--- src/rtl/rtsb_pkg.sv ---
package rtsb_pkg;

    // number of writeback ports feeding the register entries
    localparam int NUM_WB = 2;

    // what one register entry does on a clock edge
    typedef enum logic [1:0] {
        UPD_HOLD  = 2'd0,
        UPD_RETAG = 2'd1,
        UPD_FILL  = 2'd2
    } upd_e;

    // a retag from decode outranks a writeback in the same cycle
    function automatic upd_e pick_action(input logic retag, input logic filled);
        if (retag)
            return UPD_RETAG;
        else if (filled)
            return UPD_FILL;
        return UPD_HOLD;
    endfunction

endpackage

--- src/rtl/rtsb_tag_ctr.sv ---
module rtsb_tag_ctr #(
    parameter int TAG_W = 4
) (
    input  logic             clk,
    input  logic             rst,
    input  logic             adv,
    output logic [TAG_W-1:0] tag
);
    logic [TAG_W-1:0] tag_q;

    always_ff @(posedge clk) begin
        if (rst)
            tag_q <= '0;
        else if (adv)
            tag_q <= tag_q + 1'b1;
    end

    assign tag = tag_q;
endmodule

--- src/rtl/rtsb_entry.sv ---
module rtsb_entry
    import rtsb_pkg::*;
#(
    parameter int IDX    = 0,
    parameter int IDX_W  = 3,
    parameter int TAG_W  = 4,
    parameter int DATA_W = 16
) (
    input  logic                          clk,
    input  logic                          rst,
    input  logic                          retag,
    input  logic [TAG_W-1:0]              new_tag,
    input  logic [NUM_WB-1:0]             wb_en,
    input  logic [NUM_WB-1:0][TAG_W-1:0]  wb_tag,
    input  logic [NUM_WB-1:0][IDX_W-1:0]  wb_idx,
    input  logic [NUM_WB-1:0][DATA_W-1:0] wb_data,
    output logic                          valid,
    output logic [TAG_W-1:0]              tag,
    output logic [DATA_W-1:0]             data
);
    logic              valid_q;
    logic [TAG_W-1:0]  tag_q;
    logic [DATA_W-1:0] data_q;
    logic              filled;
    logic [DATA_W-1:0] fill_data;
    upd_e              act;

    // each port is compared on its own; the later port wins the data mux
    always_comb begin
        filled    = 1'b0;
        fill_data = data_q;
        for (int k = 0; k < NUM_WB; k++) begin
            if (wb_en[k] && wb_idx[k] == IDX_W'(IDX) && wb_tag[k] == tag_q) begin
                filled    = 1'b1;
                fill_data = wb_data[k];
            end
        end
        act = pick_action(retag, filled);
    end

    always_ff @(posedge clk) begin
        if (rst) begin
            valid_q <= 1'b1;
            tag_q   <= '0;
            data_q  <= '0;
        end else begin
            case (act)
                UPD_RETAG: begin
                    tag_q   <= new_tag;
                    valid_q <= 1'b0;
                end
                UPD_FILL: begin
                    data_q  <= fill_data;
                    valid_q <= 1'b1;
                end
                default: ;
            endcase
        end
    end

    assign valid = valid_q;
    assign tag   = tag_q;
    assign data  = data_q;
endmodule

--- src/rtl/rtsb_operand.sv ---
module rtsb_operand
    import rtsb_pkg::*;
#(
    parameter int NUM_REGS = 8,
    parameter int IDX_W    = 3,
    parameter int TAG_W    = 4,
    parameter int DATA_W   = 16
) (
    input  logic [IDX_W-1:0]                src,
    input  logic [NUM_REGS-1:0]             valid_vec,
    input  logic [NUM_REGS-1:0][TAG_W-1:0]  tag_arr,
    input  logic [NUM_REGS-1:0][DATA_W-1:0] data_arr,
    input  logic [NUM_WB-1:0]               wb_en,
    input  logic [NUM_WB-1:0][TAG_W-1:0]    wb_tag,
    input  logic [NUM_WB-1:0][IDX_W-1:0]    wb_idx,
    input  logic [NUM_WB-1:0][DATA_W-1:0]   wb_data,
    output logic                            rdy,
    output logic [DATA_W-1:0]               data
);
    logic hit;

    // write-before-read: an accepted result reaches the reader this cycle
    always_comb begin
        hit  = 1'b0;
        data = data_arr[src];
        for (int k = 0; k < NUM_WB; k++) begin
            if (wb_en[k] && wb_idx[k] == src && wb_tag[k] == tag_arr[src]) begin
                hit  = 1'b1;
                data = wb_data[k];
            end
        end
        rdy = valid_vec[src] | hit;
    end
endmodule

--- src/rtl/regtag_scoreboard.sv ---
module regtag_scoreboard
    import rtsb_pkg::*;
#(
    parameter int NUM_REGS = 8,
    parameter int TAG_W    = 4,
    parameter int DATA_W   = 16,
    localparam int IDX_W   = $clog2(NUM_REGS)
) (
    input  logic              clk,
    input  logic              rst,
    input  logic              dec_valid,
    input  logic [IDX_W-1:0]  dec_src_a,
    input  logic [IDX_W-1:0]  dec_src_b,
    input  logic [IDX_W-1:0]  dec_dst,
    output logic              dec_stall,
    output logic [TAG_W-1:0]  dec_tag,
    output logic              src_a_rdy,
    output logic [DATA_W-1:0] src_a_data,
    output logic              src_b_rdy,
    output logic [DATA_W-1:0] src_b_data,
    input  logic              wb0_en,
    input  logic [TAG_W-1:0]  wb0_tag,
    input  logic [IDX_W-1:0]  wb0_idx,
    input  logic [DATA_W-1:0] wb0_data,
    input  logic              wb1_en,
    input  logic [TAG_W-1:0]  wb1_tag,
    input  logic [IDX_W-1:0]  wb1_idx,
    input  logic [DATA_W-1:0] wb1_data
);
    localparam int NUM_SRC = 2;

    logic [NUM_WB-1:0]               wb_en;
    logic [NUM_WB-1:0][TAG_W-1:0]    wb_tag;
    logic [NUM_WB-1:0][IDX_W-1:0]    wb_idx;
    logic [NUM_WB-1:0][DATA_W-1:0]   wb_data;

    logic [NUM_REGS-1:0]             valid_vec;
    logic [NUM_REGS-1:0][TAG_W-1:0]  tag_arr;
    logic [NUM_REGS-1:0][DATA_W-1:0] data_arr;

    logic [NUM_SRC-1:0][IDX_W-1:0]   src_idx;
    logic [NUM_SRC-1:0]              src_rdy;
    logic [NUM_SRC-1:0][DATA_W-1:0]  src_data;

    logic accept;

    assign wb_en   = {wb1_en,   wb0_en};
    assign wb_tag  = {wb1_tag,  wb0_tag};
    assign wb_idx  = {wb1_idx,  wb0_idx};
    assign wb_data = {wb1_data, wb0_data};
    assign src_idx = {dec_src_b, dec_src_a};

    assign dec_stall = dec_valid & ~(&src_rdy);
    assign accept    = dec_valid & ~dec_stall;

    rtsb_tag_ctr #(.TAG_W(TAG_W)) u_tag_ctr (
        .clk (clk),
        .rst (rst),
        .adv (accept),
        .tag (dec_tag)
    );

    for (genvar r = 0; r < NUM_REGS; r++) begin : g_entry
        rtsb_entry #(
            .IDX    (r),
            .IDX_W  (IDX_W),
            .TAG_W  (TAG_W),
            .DATA_W (DATA_W)
        ) u_entry (
            .clk     (clk),
            .rst     (rst),
            .retag   (accept && dec_dst == IDX_W'(r)),
            .new_tag (dec_tag),
            .wb_en   (wb_en),
            .wb_tag  (wb_tag),
            .wb_idx  (wb_idx),
            .wb_data (wb_data),
            .valid   (valid_vec[r]),
            .tag     (tag_arr[r]),
            .data    (data_arr[r])
        );
    end

    for (genvar s = 0; s < NUM_SRC; s++) begin : g_src
        rtsb_operand #(
            .NUM_REGS (NUM_REGS),
            .IDX_W    (IDX_W),
            .TAG_W    (TAG_W),
            .DATA_W   (DATA_W)
        ) u_operand (
            .src       (src_idx[s]),
            .valid_vec (valid_vec),
            .tag_arr   (tag_arr),
            .data_arr  (data_arr),
            .wb_en     (wb_en),
            .wb_tag    (wb_tag),
            .wb_idx    (wb_idx),
            .wb_data   (wb_data),
            .rdy       (src_rdy[s]),
            .data      (src_data[s])
        );
    end

    assign src_a_rdy  = src_rdy[0];
    assign src_a_data = src_data[0];
    assign src_b_rdy  = src_rdy[1];
    assign src_b_data = src_data[1];
endmodule

--- config.mk ---
export PLATFORM = sky130hd
export DESIGN_NAME = regtag_scoreboard
export DESIGN_NICKNAME = d
export VERILOG_FILES = /design/src/rtl/rtsb_pkg.sv /design/src/rtl/rtsb_tag_ctr.sv /design/src/rtl/rtsb_entry.sv /design/src/rtl/rtsb_operand.sv /design/src/rtl/regtag_scoreboard.sv
export SDC_FILE = /design/constraint.sdc
export NUM_CORES = 1
export LEC_CHECK = 0
export CORE_MARGIN = 2
export CORE_UTILIZATION = 60
export CTS_CLUSTER_DIAMETER = 100
export DETAILED_ROUTE_END_ITERATION = 10
export DONT_BUFFER_PORTS = 1
export PLACE_DENSITY_LB_ADDON = 0.15
export REMOVE_ABC_BUFFERS = 1
export SYNTH_ARGS = -nofsm -noshare
export SYNTH_HDL_FRONTEND = slang
export SYNTH_HIERARCHICAL = 1
export SYNTH_SLANG_ARGS = --single-unit
--- constraint.sdc ---
create_clock -name clk -period 4.7 [get_ports clk]
set_input_delay 0 -clock clk [delete_from_list [all_inputs] [get_ports clk]]
set_output_delay 0 -clock clk [all_outputs]
set_load 0.005 [all_outputs]
Word level (Yosys, flattened, before mapping)
Index checks and enable logic that the tools add are counted. Widths: inputs -> output; s select.

Bits in registers: 172. Latch bits: 0. Memory bits (writable): 0. Memory bits (read-only): 0. Output and inout bits: 39. Memories: 0.

Add/sub/neg operators: 1. Multipliers: 0. Divide/modulo/power cells: 0. Order comparisons: 2. Eq/ne operators: 61. Shift-type cells: 0. Muxes and demuxes: 100. Bitwise operators: 6. Reductions and logical operators: 76.

Operators with widths (count): $mux 16 (22); $bmux 16 s3 (2); $eq 4x4->1 (20); $logic_and 1x1->1 (48); $mux 2 (24); $mux 1 (38); $eq 3x3->1 const B (12); $reduce_bool 2->1 (16); $bmux 4 s3 (2); $eq 3x2->1 const B (6); $reduce_and 2->1 (9); $eq 2x1->1 const B (8); $eq 2x2->1 const B (8); $pmux 1 s2 (8); $eq 3x3->1 (4); $eq 3x1->1 const B (3); $logic_not 3->1 (3); $lt 3x4->1 const B (2); $mux 4 (2); $bmux 1 s3 (2); $add 4x1->4 const B (1); $and 1x1->1 (2); $not 1->1 (2); $or 1x1->1 (2).

Longest topological paths before layout
Gate-level depths: netlist (run 1).

Depth in word-level cells: 17. Depth in mapped cells: 19. Mapped depth without buffers: 13.

Cells and area by module
The synthesis (run 1) kept the hierarchy.

Modules (own cells, without submodules): rtsb_operand (times used 2, cells each 187, area each 2044.5 um2); rtsb_entry at g_entry[3].u_entry ... (times used 3, cells each 103, area each 1102.3 um2); rtsb_entry at g_entry[1].u_entry ... (times used 2, cells each 141, area each 1187.4 um2); rtsb_entry at g_entry[7].u_entry (times used 1, cells each 125, area each 1132.3 um2); rtsb_entry at g_entry[4].u_entry (times used 1, cells each 125, area each 1129.8 um2); rtsb_entry at g_entry[0].u_entry (times used 1, cells each 103, area each 1111.1 um2); rtsb_tag_ctr (times used 1, cells each 16, area each 178.9 um2); regtag_scoreboard (times used 1, cells each 16, area each 85.1 um2).

Least setup slack after synthesis (run 1)
Ideal clock, no wire load.

Path kind: register -> register. From: reg g_entry[7].u_entry.tag_q[3]. To: reg g_entry[4].u_entry.data_q[6]. Arrival time: 3536 ps. Data required time: 4605 ps. Path slack: 1068 ps. Cell stages (with the launch flop): 16. Path buffers: 3. Clock period less this slack: 3632 ps. Cell sequence: dfxtp_1 -> mux2i_1 -> mux4_2 -> xnor2_2 -> a2111oi_4 -> and2_1 -> buf_6 -> a211o_1 -> nand3b_1 -> nor3_1 -> clkbuf_1 -> inv_1 -> nand3_1 -> clkbuf_1 -> a22oi_1 -> a221oi_1.

Cells in the longest elaborated chain, start to end: 17. Elaborated cells between the ends (all ways): 29. Classes of those cells: eq/ne: 5; mux: 11; bitwise: 6; reduce/logical: 7.

Ends and longest elaborated chain: start, declared (RTL line rtsb_entry.sv:22) `logic [TAG_W-1:0] tag_q;`; start signal, assigned (RTL line rtsb_entry.sv:49) `tag_q <= new_tag;`; $bmux 4 s3 (*) (RTL line rtsb_operand.sv:27) `if (wb_en[k] && wb_idx[k] == src && wb_tag[k] == tag_arr[src]) begin`; $mux 4 (implied by the code) (*) (RTL line rtsb_operand.sv:27); $eq 4x4->1 (RTL line rtsb_operand.sv:27); $logic_and 1x1->1 (RTL line rtsb_operand.sv:27); $mux 1 (RTL line rtsb_operand.sv:27); $mux 1 (*) (RTL line rtsb_operand.sv:27); $or 1x1->1 (*) (RTL line rtsb_operand.sv:32) `rdy = valid_vec[src] | hit;`; via src_a_rdy (RTL line regtag_scoreboard.sv:17) `output logic src_a_rdy,`; [... 2 more ...]; $and 1x1->1 (*) (RTL line regtag_scoreboard.sv:53) `assign dec_stall = dec_valid & ~(&src_rdy);`; $not 1->1 (*) (RTL line regtag_scoreboard.sv:54) `assign accept = dec_valid & ~dec_stall;`; $and 1x1->1 (*) (RTL line regtag_scoreboard.sv:54); $logic_and 1x1->1 (*) (RTL line regtag_scoreboard.sv:72) `.retag (accept && dec_dst == IDX_W'(r)),`; $mux 2 or $mux 1 (tied branches) (RTL line rtsb_pkg.sv:15) `if (retag)`; $mux 2 (*) (RTL line rtsb_pkg.sv:19) `return UPD_HOLD;`; $eq 2x2->1 (*) (RTL line rtsb_entry.sv:47) `case (act)`; $reduce_and 2->1 (no line) (*); end signal, assigned (RTL line rtsb_entry.sv:53) `data_q <= fill_data;`; end, declared (RTL line rtsb_entry.sv:23) `logic [DATA_W-1:0] data_q;`.

The timed path passes the listed nets; every way through them passes the cells marked *. The select of a mux whose other input is x is not followed. A chain may end at the register's enable or synchronous reset.

Worst setup path in the final report (run 1)
From: reg g_entry[3].u_entry.tag_q[1]. To: reg g_entry[7].u_entry.data_q[11].

Cells in the longest elaborated chain, start to end: 17. Elaborated cells between the ends (all ways): 29. Classes of those cells: eq/ne: 5; mux: 11; bitwise: 6; reduce/logical: 7.

Ends and longest elaborated chain (RTL line): start, declared (rtsb_entry.sv:22); start signal, assigned (rtsb_entry.sv:49); $bmux 4 s3 (*) (rtsb_operand.sv:27); $mux 4 (implied by the code) (*) (rtsb_operand.sv:27); $eq 4x4->1 (rtsb_operand.sv:27); $logic_and 1x1->1 (rtsb_operand.sv:27); $mux 1 (rtsb_operand.sv:27); $mux 1 (*) (rtsb_operand.sv:27); $or 1x1->1 (*) (rtsb_operand.sv:32); via src_a_rdy (regtag_scoreboard.sv:17); [... 2 more ...]; $and 1x1->1 (*) (regtag_scoreboard.sv:53); $not 1->1 (*) (regtag_scoreboard.sv:54); $and 1x1->1 (*) (regtag_scoreboard.sv:54); $logic_and 1x1->1 (*) (regtag_scoreboard.sv:72); $mux 2 or $mux 1 (tied branches) (rtsb_pkg.sv:15); $mux 2 (*) (rtsb_pkg.sv:19); $eq 2x2->1 (*) (rtsb_entry.sv:47); $reduce_and 2->1 (no line) (*); end signal, assigned (rtsb_entry.sv:53); end, declared (rtsb_entry.sv:23).

Marks and branches as above.

==> flow_summary.json, run 1 <==
{
  "cp_max_fo": 17,
  "fmax_mhz": 226.0,
  "synth_cell_types": 68,
  "wl_per_cell_um": 28.63,
  "coreArea_mm2": 0.02189,
  "status": "finished, violations left",
  "final_area_mm2": 0.01432,
  "ys.warnings.count": 6,
  "crit_type": "register to register",
  "slew_headroom": 0.08951,
  "yosys_register_bits": 172,
  "timing.hold.ws_ns": -0.008207,
  "numCtsBuffers": 17,
  "power.density_mw_per_mm2": 233.9,
  "drtIter0Drc": 1681,
  "ff2ff_path_depth": 13,
  "synthToLayoutAreaGrowth_pct": 6.803,
  "syn_avg_cell_area_um2": 9.932,
  "cts-root-buf": "clkbuf_16",
  "chipWidth_um": 153.5,
  "die_h_um": 153.5,
  "synth_edf_count": 0,
  "place.gp.congestion": 0.9199,
  "drt_wl_total_um": 46720,
  "r2r_slack_ns": 0.27,
  "htreeDepth": 4,
  "dpl_cell_area_mm2": 0.01318,
  "syn_inst": 1350,
  "ys_top_cells_by_area": "dfxtp_1, mux4_2, mux2i_1",
  "ant_nets": 0,
  "synthArstFlopShare": 0,
  "rsz0062_at_grt": "no",
  "synth_top_area_frac": 0.2568,
  "period_share": 0.9415,
  "hp-start": "rst",
  "ys_seq_area_frac": 0.2568,
  "grt_pass1_vias": 11635,
  "arrival_ns": 4.76,
  "tns_ns": 0,
  "clkSinkCount": 172,
  "synth_area_leader_cell": "dfxtp_1",
  "via_count": 11795,
  "critPathRequiredTime_ns": 5.04,
  "finClkSkew_ns": 0.01203,
  "viasPerCell": 7.227,
  "nFillCells": 1837,
  "numPortBuffers": 0,
  "grt_overflow": 0,
  "layout-drive-gt1-share": 0.2145,
  "fin_crit_ns": 4.425,
  "grt.total_usage": 0.3939,
  "netlist_area_mm2": 0.01341,
  "start_util": 0.6125,
  "worst_r2r_endpoint": "g_entry[7].u_entry/data[11]",
  "diodes": 0,
  "min_path_cells": 2,
  "dp_hpwl_um": 27630,
  "clk_pin_slew_ns": 0.07,
  "clock_latency_ns": 0.45,
  "drc": 0,
  "violations": "hold timing",
  "irDropWorstVdd_uv": 204.2,
  "slew_viol_final": 0,
  "grt_start_max_net_pins": 174,
  "cap_violations": 0,
  "tightest_slew_ns": 1.366,
  "final_common_cell": "dfxtp_1",
  "hold_path_end": "g_entry[5].u_entry/tag[2]",
  "p_leak_nw": 5.021,
  "finalNetCount": 1400,
  "min_path_type": "primary input to register",
  "cts_tree": "yes",
  "cp-end-kind": "register",
  "dr.pass1.iters": 6,
  "antenna_found_initial": 0,
  "clockBufferDepth": 2,
  "final_cell_mix": "dfxtp_1, nor2_1, mux2i_1",
  "io_pins": 99,
  "post_cts_buffers": 0,
  "grt_pass1_wl_um": 70730,
  "start_kind": "register",
  "synthFlopType": "dfxtp_1",
  "row_count": 54,
  "setup_viol": 0,
  "critical_path.reg2reg.startpoint": "g_entry[3].u_entry/tag[1]",
  "die-area_mm2": 0.02356,
  "hold_viol_final": 1
}
==> report_power, final <==
part           internal [mW]  total, mW  switching (mW)
clock                  0.759       1.44           0.680
sequential              1.47       1.50          0.0226
combinational          0.179      0.416           0.237
==> critical path: stages (launching register included) <==
cell and delay (ns):
dfxtp_1 0.43, mux2_1 0.17, a2bb2oi_1 0.40, nand3_1 0.20, a2111oi_4 0.48, and2_1 0.21, a211o_1 0.21, nand3_1 0.17
nor2_1 0.18, buf_4 0.20, or3_1 0.46, and2_4 0.46, a221oi_2 0.12, dlygate4sd3_1 0.60
==> through the flow <==
| step | setup slack, ns | hold WS (ns) | std cells | total power [mW] | util |
|---|---|---|---|---|---|
| floorplan | 0.2513 | 0.06465 | 1234 | 1.756 | - |
| global placement | 0.8106 | 0.08939 | 1546 | 1.825 | 0.6019 |
| detailed placement | 0.7331 | 0.08727 | 1546 | 1.831 | 0.6019 |
| CTS | 0.3009 | 0.01862 | 1632 | 3.342 | 0.6536 |
| global route | 0.03317 | 0.05283 | 1632 | 3.437 | 0.6542 |
| finish | 0.2750 | -0.008207 | 1632 | 3.350 | 0.6542 |
==> cells in the mapped netlist, types with 4 or more instances <==
master and count:
dfxtp_1 172, nor2_1 141, mux2i_1 119, nor3_1 101, mux4_2 76, inv_1 72, xnor2_1 62, a211oi_2 60
nand2_1 52, a221oi_1 46, clkbuf_1 43, nor2b_1 43, nand3_1 38, a211oi_1 36, a22oi_1 34, buf_6 30
buf_2 24, xor2_1 21, o31ai_2 20, a221oi_2 18, nand4_1 17, o31ai_1 12, buf_4 9, a21oi_1 7
buf_12 7, a211o_1 6, and2_1 4, nand4_2 4, xnor2_2 4, xor2_4 4
==> how the worst max path moves through the flow <==
stage / from / endpoint / slack, ns / depth (start not counted)
global route: g_entry[7].u_entry/tag[1] / g_entry[4].u_entry/data[0] / 0.03 / 14
floorplan: g_entry[7].u_entry/tag[3] / g_entry[4].u_entry/data[0] / 0.25 / 12
detailed placement: g_entry[1].u_entry/tag[2] / g_entry[0].u_entry/data[0] / 0.73 / 12
finish: g_entry[3].u_entry/tag[1] / g_entry[7].u_entry/data[11] / 0.27 / 13
CTS: g_entry[3].u_entry/tag[1] / g_entry[4].u_entry/data[1] / 0.30 / 13
global placement: g_entry[2].u_entry/tag[2] / g_entry[0].u_entry/data[2] / 0.81 / 12
==> cell families after synthesis <==
kind of cell / after synthesis / share of synthesized area
AO/OA/AOI/OAI: 263 / 0.2042
XOR/XNOR: 91 / 0.06728
adder cells (fa/ha/maj): 1 / 0.0009330
buffers and inverters: 188 / 0.08445
flip-flops: 172 / 0.2568
multiplexers: 202 / 0.2243
AND/OR/NAND/NOR: 433 / 0.1620
==> layout make-up <==
type	instances	area [um^2]	area share
well taps	280	350.3	0.02446
flip-flops and latches	172	3443	0.2405
multi-input cells	990	8872	0.6196
repair buffers	86	810.8	0.05662
clock inverters	13	130.1	0.009087
inverters	72	270.3	0.01887
clock buffers	19	442.9	0.03093
==> per-layer routing <==
layer | GRT usage | wire length, um
met3 | 0.1046 | 5333
met2 | 0.6044 | 20880
met5 | 0 | 0
met1 | 0.5019 | 17620
met4 | 0.2267 | 2888
==> repair_timing <==
action,CTS,global route
setup endpoints to repair,0,16
hold endpoints to repair,172,0
resized for setup,0,2
hold buffers,54,0
==> state kept, by name, indices dropped and copies added (netlist names) <==
name and flops:
g_entry.u_entry/data 128, g_entry.u_entry/tag 32, g_entry.u_entry/valid 8, u_tag_ctr/tag 4
Note: power is estimated with default switching activity, not from simulation.
==> inputs of run 2 (changes only) <==
CELL_PAD_IN_SITES_DETAIL_PLACEMENT = 0   (was unset)
CELL_PAD_IN_SITES_GLOBAL_PLACEMENT = 1   (was unset)
CORE_UTILIZATION = 52   (was 60)
==> run 2 against run 1 <==
The run still ends with hold timing left. Non-clock buffer count is 3 higher. Clock skew is 0.0019 ns higher. Total power is 5.0% higher. Hold slack better by 0.0041 ns. Register-to-register slack better by 0.35 ns. Design area is 1.0% higher. Fmax is 8.5% higher. Die area is 15% higher. Clock power is 11% higher. Sequential power hardly changed. Cell count is 3.2% higher. Largest cell class unchanged. Highest routed layer unchanged.
==> flow_summary.json, run 2 (synthesis gave the netlist of run 1 again) <==
{
  "clock_latency_ns": 0.44,
  "via_count": 11841,
  "status": "finished, violations left",
  "cap_violations": 0,
  "path_buf_inv": 0,
  "path_cells": "mux2i_1 -> mux4_2 -> xnor2_1 -> a2111oi_4 -> and2_1 -> a211o_1 -> nand3b_1 -> nor2_1 -> nor4_1 -> nand2_1 -> o2bb2ai_2 -> a211oi_1",
  "ff2ff_path_depth": 12,
  "slew_viol_final": 0,
  "die_h_um": 164.6,
  "drc": 0,
  "rsz0062_at_grt": "no",
  "crit_type": "register to register",
  "start_kind": "register",
  "nFillCells": 2270,
  "finClkSkew_ns": 0.01391,
  "final_cell_mix": "dfxtp_1, nor2_1, mux2i_1",
  "placedCellCount": 1602,
  "largest_reg_flops": 128,
  "cp.depth": 12,
  "grt_start_max_net_pins": 174,
  "power_mw": 3.519,
  "critical_path.reg2reg.startpoint": "g_entry[6].u_entry/tag[2]",
  "cp_max_fo": 16,
  "slew_headroom": 0.2020,
  "cp-end-kind": "register",
  "io_pins": 99,
  "irDropWorstVdd_uv": 164.5,
  "place.gp.congestion": 0.8715,
  "coreArea_mm2": 0.02525,
  "hold_viol_final": 1,
  "ctsResizeCount": 0,
  "power.density_mw_per_mm2": 243.2,
  "drtIter0Drc": 1419,
  "stdcell_count": 1685,
  "worst_r2r_endpoint": "g_entry[0].u_entry/data[0]",
  "ant_nets": 0,
  "pre_cts_ws_ns": 0.7768,
  "final_area_mm2": 0.01447,
  "drt_wl_total_um": 51030,
  "start_util": 0.5309,
  "viasPerCell": 7.027,
  "fin_crit_ns": 4.077,
  "setup_viol": 0,
  "dp_hpwl_um": 29830,
  "timing.hold.ws_ns": -0.004123,
  "diodes": 0,
  "critPathRequiredTime_ns": 4.95,
  "postCtsHoldBufs": 51,
  "cp_slowest_cell": "o2bb2ai_2",
  "grt_overflow": 0,
  "p_leak_nw": 5.065,
  "row_count": 58,
  "r2r_slack_ns": 0.62,
  "final_common_cell": "dfxtp_1",
  "clockBufferDepth": 2,
  "numPortBuffers": 0,
  "numCtsBuffers": 17,
  "hp-start": "rst",
  "fmax_mhz": 245.3,
  "tightest_slew_ns": 1.190,
  "slowest_delay_ns": 0.94,
  "timing.final.ws_setup_ns": 0.6228,
  "tns_ns": 0,
  "dpl_cell_area_mm2": 0.01330,
  "wl_per_cell_um": 30.29,
  "grt.total_usage": 0.3781,
  "cts-root-buf": "clkbuf_16",
  "layout-drive-gt1-share": 0.2185,
  "cp_top_family": "compound AO/OA/AOI/OAI gates",
  "clkSinkCount": 172,
  "min_path_cells": 2,
  "finalNetCount": 1403,
  "die-area_mm2": 0.02708,
  "violations": "hold timing",
  "cts_tree": "yes",
  "antenna_found_initial": 0,
  "chipWidth_um": 164.6,
  "htreeDepth": 4,
  "post_cts_buffers": 0,
  "hold_path_end": "u_tag_ctr/tag[1]",
  "dr.pass1.iters": 6,
  "grt_pass1_vias": 11450,
  "synthToLayoutAreaGrowth_pct": 7.923,
  "grt_pass1_wl_um": 74290,
  "min_path_type": "primary input to register",
  "arrival_ns": 4.33,
  "period_share": 0.8675,
  "clk_pin_slew_ns": 0.08
}
-- run 2: cell types whose count changed in the layout (fill, tap and decap cells not counted), moves of 2 or more --
| cell | before | now |
|---|---|---|
| buf_4 | 31 | 36 |
| bufinv_16 | 1 | 4 |
| clkinv_2 | 2 | 0 |
| clkinv_4 | 1 | 3 |
| dlygate4sd3_1 | 53 | 50 |
| inv_6 | 5 | 3 |
-- run 2: metrics by stage --
stage               hold slack [ns]    util
floorplan                   0.06465       -
global placement            0.09069  0.5265
detailed placement          0.09450  0.5265
CTS                        0.007394  0.5730
global route                0.01692  0.5730
finish                    -0.004123  0.5730
-- run 2: layout make-up --
| class | count | area (um^2) | area share |
|---|---|---|---|
| clock buffers | 18 | 439.2 | 0.03035 |
| well taps | 330 | 412.9 | 0.02853 |
| inverters | 72 | 270.3 | 0.01868 |
| multi-input cells | 990 | 8860 | 0.6123 |
| clock inverters | 14 | 206.4 | 0.01427 |
| repair buffers | 89 | 838.3 | 0.05793 |
| flip-flops and latches | 172 | 3443 | 0.2380 |
-- run 2: routing by layer --
metal  track usage  vias to the layer above  share of wire
met2        0.5970                      707           0.45
met4        0.1767                        0          0.050
met1        0.4730                     5901           0.39
met5             0                        -              0
met3        0.1170                      166           0.11
li1              -                     5067              -
-- run 2: report_power, final --
part,leakage [nW],internal [mW],switching [mW],total [mW]
Clock,0.306,0.917,0.682,1.60
Combinational,3.37,0.179,0.244,0.422
Sequential,1.39,1.47,0.0243,1.50
Total,5.07,2.57,0.950,3.52
-- run 2: worst reg2reg max path, delay by kind of cell, from the launching register on --
kind            cells  cell delay, ns
compound gates      4            1.59
simple gates        5            0.96
mux                 2            0.63
flops               1            0.45
xor+xnor            1            0.27
-- run 2: worst max-delay path by stage --
stage | startpoint | end | slack [ns]
6_report | g_entry[6].u_entry/tag[2] | g_entry[0].u_entry/data[0] | 0.62
3_5_place_dp | g_entry[3].u_entry/tag[2] | g_entry[0].u_entry/data[0] | 0.78
2_1_floorplan | g_entry[7].u_entry/tag[3] | g_entry[4].u_entry/data[0] | 0.25
4_1_cts | g_entry[6].u_entry/tag[2] | g_entry[0].u_entry/data[9] | 0.70
5_1_grt | g_entry[6].u_entry/tag[2] | g_entry[0].u_entry/data[0] | 0.41
3_3_place_gp | g_entry[4].u_entry/tag[0] | g_entry[0].u_entry/data[4] | 0.82
==> inputs of run 3 (changes only) <==
ABC_AREA = 1   (was unset)
CORE_UTILIZATION = 45   (was 52)
SYNTH_HIERARCHICAL = unset   (was 1)
==> run 3 against run 2 <==
The run now ends clean. Total power fell by 0.69%. Flip-flop and latch count did not move. Global-route usage fell by 6.1 points. Synthesized cell count rose by 69%. Hold slack improved by 0.023 ns. Via count rose by 21%. Non-clock buffer count fell by 50. Clock skew barely moved. Highest routed layer unchanged. Largest cell class unchanged.
==> flow_summary.json, run 3 <==
{
  "via_count": 14353,
  "antenna_found_initial": 0,
  "syn_inst": 2284,
  "dr.pass1.iters": 8,
  "numPortBuffers": 0,
  "power.density_mw_per_mm2": 254.0,
  "wl_per_cell_um": 18.88,
  "diodes": 0,
  "hold_viol_final": 0,
  "cap_violations": 0,
  "arrival_ns": 3.69,
  "period_share": 0.7134,
  "crit_type": "register to register",
  "status": "finished clean",
  "grt_overflow": 0,
  "cts_tree": "yes",
  "yosysMostFrequentCell": "nand2_1",
  "clock_latency_ns": 0.45,
  "largest_reg_flops": 128,
  "grt_pass1_vias": 12960,
  "die-area_mm2": 0.03058,
  "grt_start_max_net_pins": 158,
  "p_leak_nw": 6.582,
  "grt_pass1_wl_um": 75590,
  "fin_crit_ns": 3.353,
  "clockBufferDepth": 2,
  "ant_nets": 0,
  "final_common_cell": "nand2_1",
  "synth_commonest_cells": "nand2_1, nor2_1, o21ai_0",
  "cts-root-buf": "clkbuf_16",
  "layout-drive-gt1-share": 0.03622,
  "drc": 0,
  "drtIter0Drc": 1465,
  "row_count": 62,
  "cp-end-kind": "register",
  "netlist_area_mm2": 0.01314,
  "setup_viol": 0,
  "slew_headroom": 0.2221,
  "finClkSkew_ns": 0.01349,
  "start_util": 0.4578,
  "clk_pin_slew_ns": 0.07,
  "clkSinkCount": 172,
  "ys_seq_area_frac": 0.2621,
  "dp_hpwl_um": 29090,
  "synthArstFlopShare": 0,
  "synth_area_leader_cell": "dfxtp_1",
  "synth_top_area_frac": 0.2621,
  "syn_avg_cell_area_um2": 5.753,
  "slew_viol_final": 0,
  "final_cell_mix": "nand2_1, nor2_1, o21ai_0",
  "die_h_um": 174.9,
  "power_mw": 3.494,
  "ys_top_cells_by_area": "dfxtp_1, nand2_1, o21ai_0",
  "chipWidth_um": 174.9,
  "synth_cell_types": 38,
  "grt.total_usage": 0.3170,
  "drt_wl_total_um": 48430,
  "tns_ns": 0,
  "fmax_mhz": 298.3,
  "timing.hold.ws_ns": 0.01890,
  "ys.warnings.count": 0,
  "synth_edf_count": 0,
  "synthFlopType": "dfxtp_1",
  "io_pins": 99,
  "coreArea_mm2": 0.02870,
  "finalNetCount": 2229,
  "yosys_register_bits": 172,
  "htreeDepth": 4,
  "place.gp.congestion": 0.9530,
  "irDropWorstVdd_uv": 194.6,
  "cp_max_fo": 33,
  "critPathRequiredTime_ns": 5.03,
  "rsz0062_at_grt": "no",
  "viasPerCell": 5.596,
  "tightest_slew_ns": 1.167,
  "start_kind": "register",
  "numCtsBuffers": 17,
  "synthToLayoutAreaGrowth_pct": 4.714,
  "min_path_type": "primary input to register"
}
run 3: cell types whose count changed after synthesis, sizes merged, moves of 85 or more:
| cell | delta |
|---|---|
| nor3 | -91 |
| o21ai | +312 |
| o211ai | +100 |
| nand2 | +583 |
| nand3 | +85 |
| nor2 | +227 |
| mux2i | -121 |
| a211oi | -96 |
| inv | +146 |
run 3: area by class of cell:
cell class | instances | area, um^2
fillers | 3119 | 14940
multi-input cells | 1718 | 8059
flip-flops and latches | 172 | 3443
inverters | 220 | 828.3
well taps | 384 | 480.5
clock buffers | 18 | 439.2
repair buffers | 39 | 352.8
clock inverters | 14 | 155.1
run 3: logic make-up after synthesis:
logic type / after synthesis / share of synthesized area
xor+xnor: 32 / 0.02133
fa+ha+maj: 1 / 0.0009521
simple gates: 1169 / 0.3686
buf+inv: 394 / 0.1246
compound gates: 516 / 0.2225
flops: 172 / 0.2621
run 3: what timing repair did:
item                                    CTS  global route
endpoints found under the hold margin   172             0
hold buffers                             24             0
endpoints found under the setup margin    0             0
setup buffers                             0             0
gates resized for setup                   0             0
run 3: worst max-delay path: stages, from the launching register on:
cell and delay, ns:
dfxtp_1 0.43, inv_1 0.16, nand2_1 0.09, nand3_1 0.09
nand2_1 0.09, nand2_1 0.06, nand3_1 0.08, nand2_1 0.09
nor2_2 0.16, nand3_4 0.38, nand3_4 0.42, nand2_1 0.14
nor2_2 0.21, inv_1 0.12, nand2_1 0.08, a21oi_1 0.07
dlygate4sd3_1 0.55
run 3: final timing paths:
path / slack [ns] / from / cells after the start / end
setup / recovery: 1.35 / g_entry[5].u_entry.tag[1] / 16 / u_tag_ctr.tag[0]
hold / removal: 0.02 / wb1_data[9] / 4 / g_entry[2].u_entry.data[9]
setup reg to reg: 1.35 / g_entry[5].u_entry.tag[1] / 16 / u_tag_ctr.tag[0]
hold reg to reg: 0.51 / g_entry[1].u_entry.valid / 2 / g_entry[1].u_entry.valid
run 3: routing by layer:
metal  wire, um  part of all wire  global-route usage
met5          0                 0                   0
met4       1274             0.026              0.1007
met3       4032             0.083             0.05918
met2      21360              0.44              0.4987
met1      21770              0.45              0.4387
run 3: report_power, final:
group	leakage (nW)	total, mW	switching [mW]	internal (mW)
clock network	0.294	1.49	0.678	0.810
logic	4.90	0.504	0.331	0.173
registers	1.39	1.50	0.0250	1.48
total	6.58	3.49	1.03	2.46
run 3: through the flow:
stage          setup WS [ns]  utilization  cell area (um^2)  cells
2_1_floorplan          2.172            -             12330   2110
3_3_place_gp           1.464       0.4503             12920   2509
3_5_place_dp           1.409       0.4503             12920   2509
4_1_cts                1.406       0.4793             13760   2565
5_1_grt                1.053       0.4793             13760   2565
6_report               1.347       0.4793             13760   2565
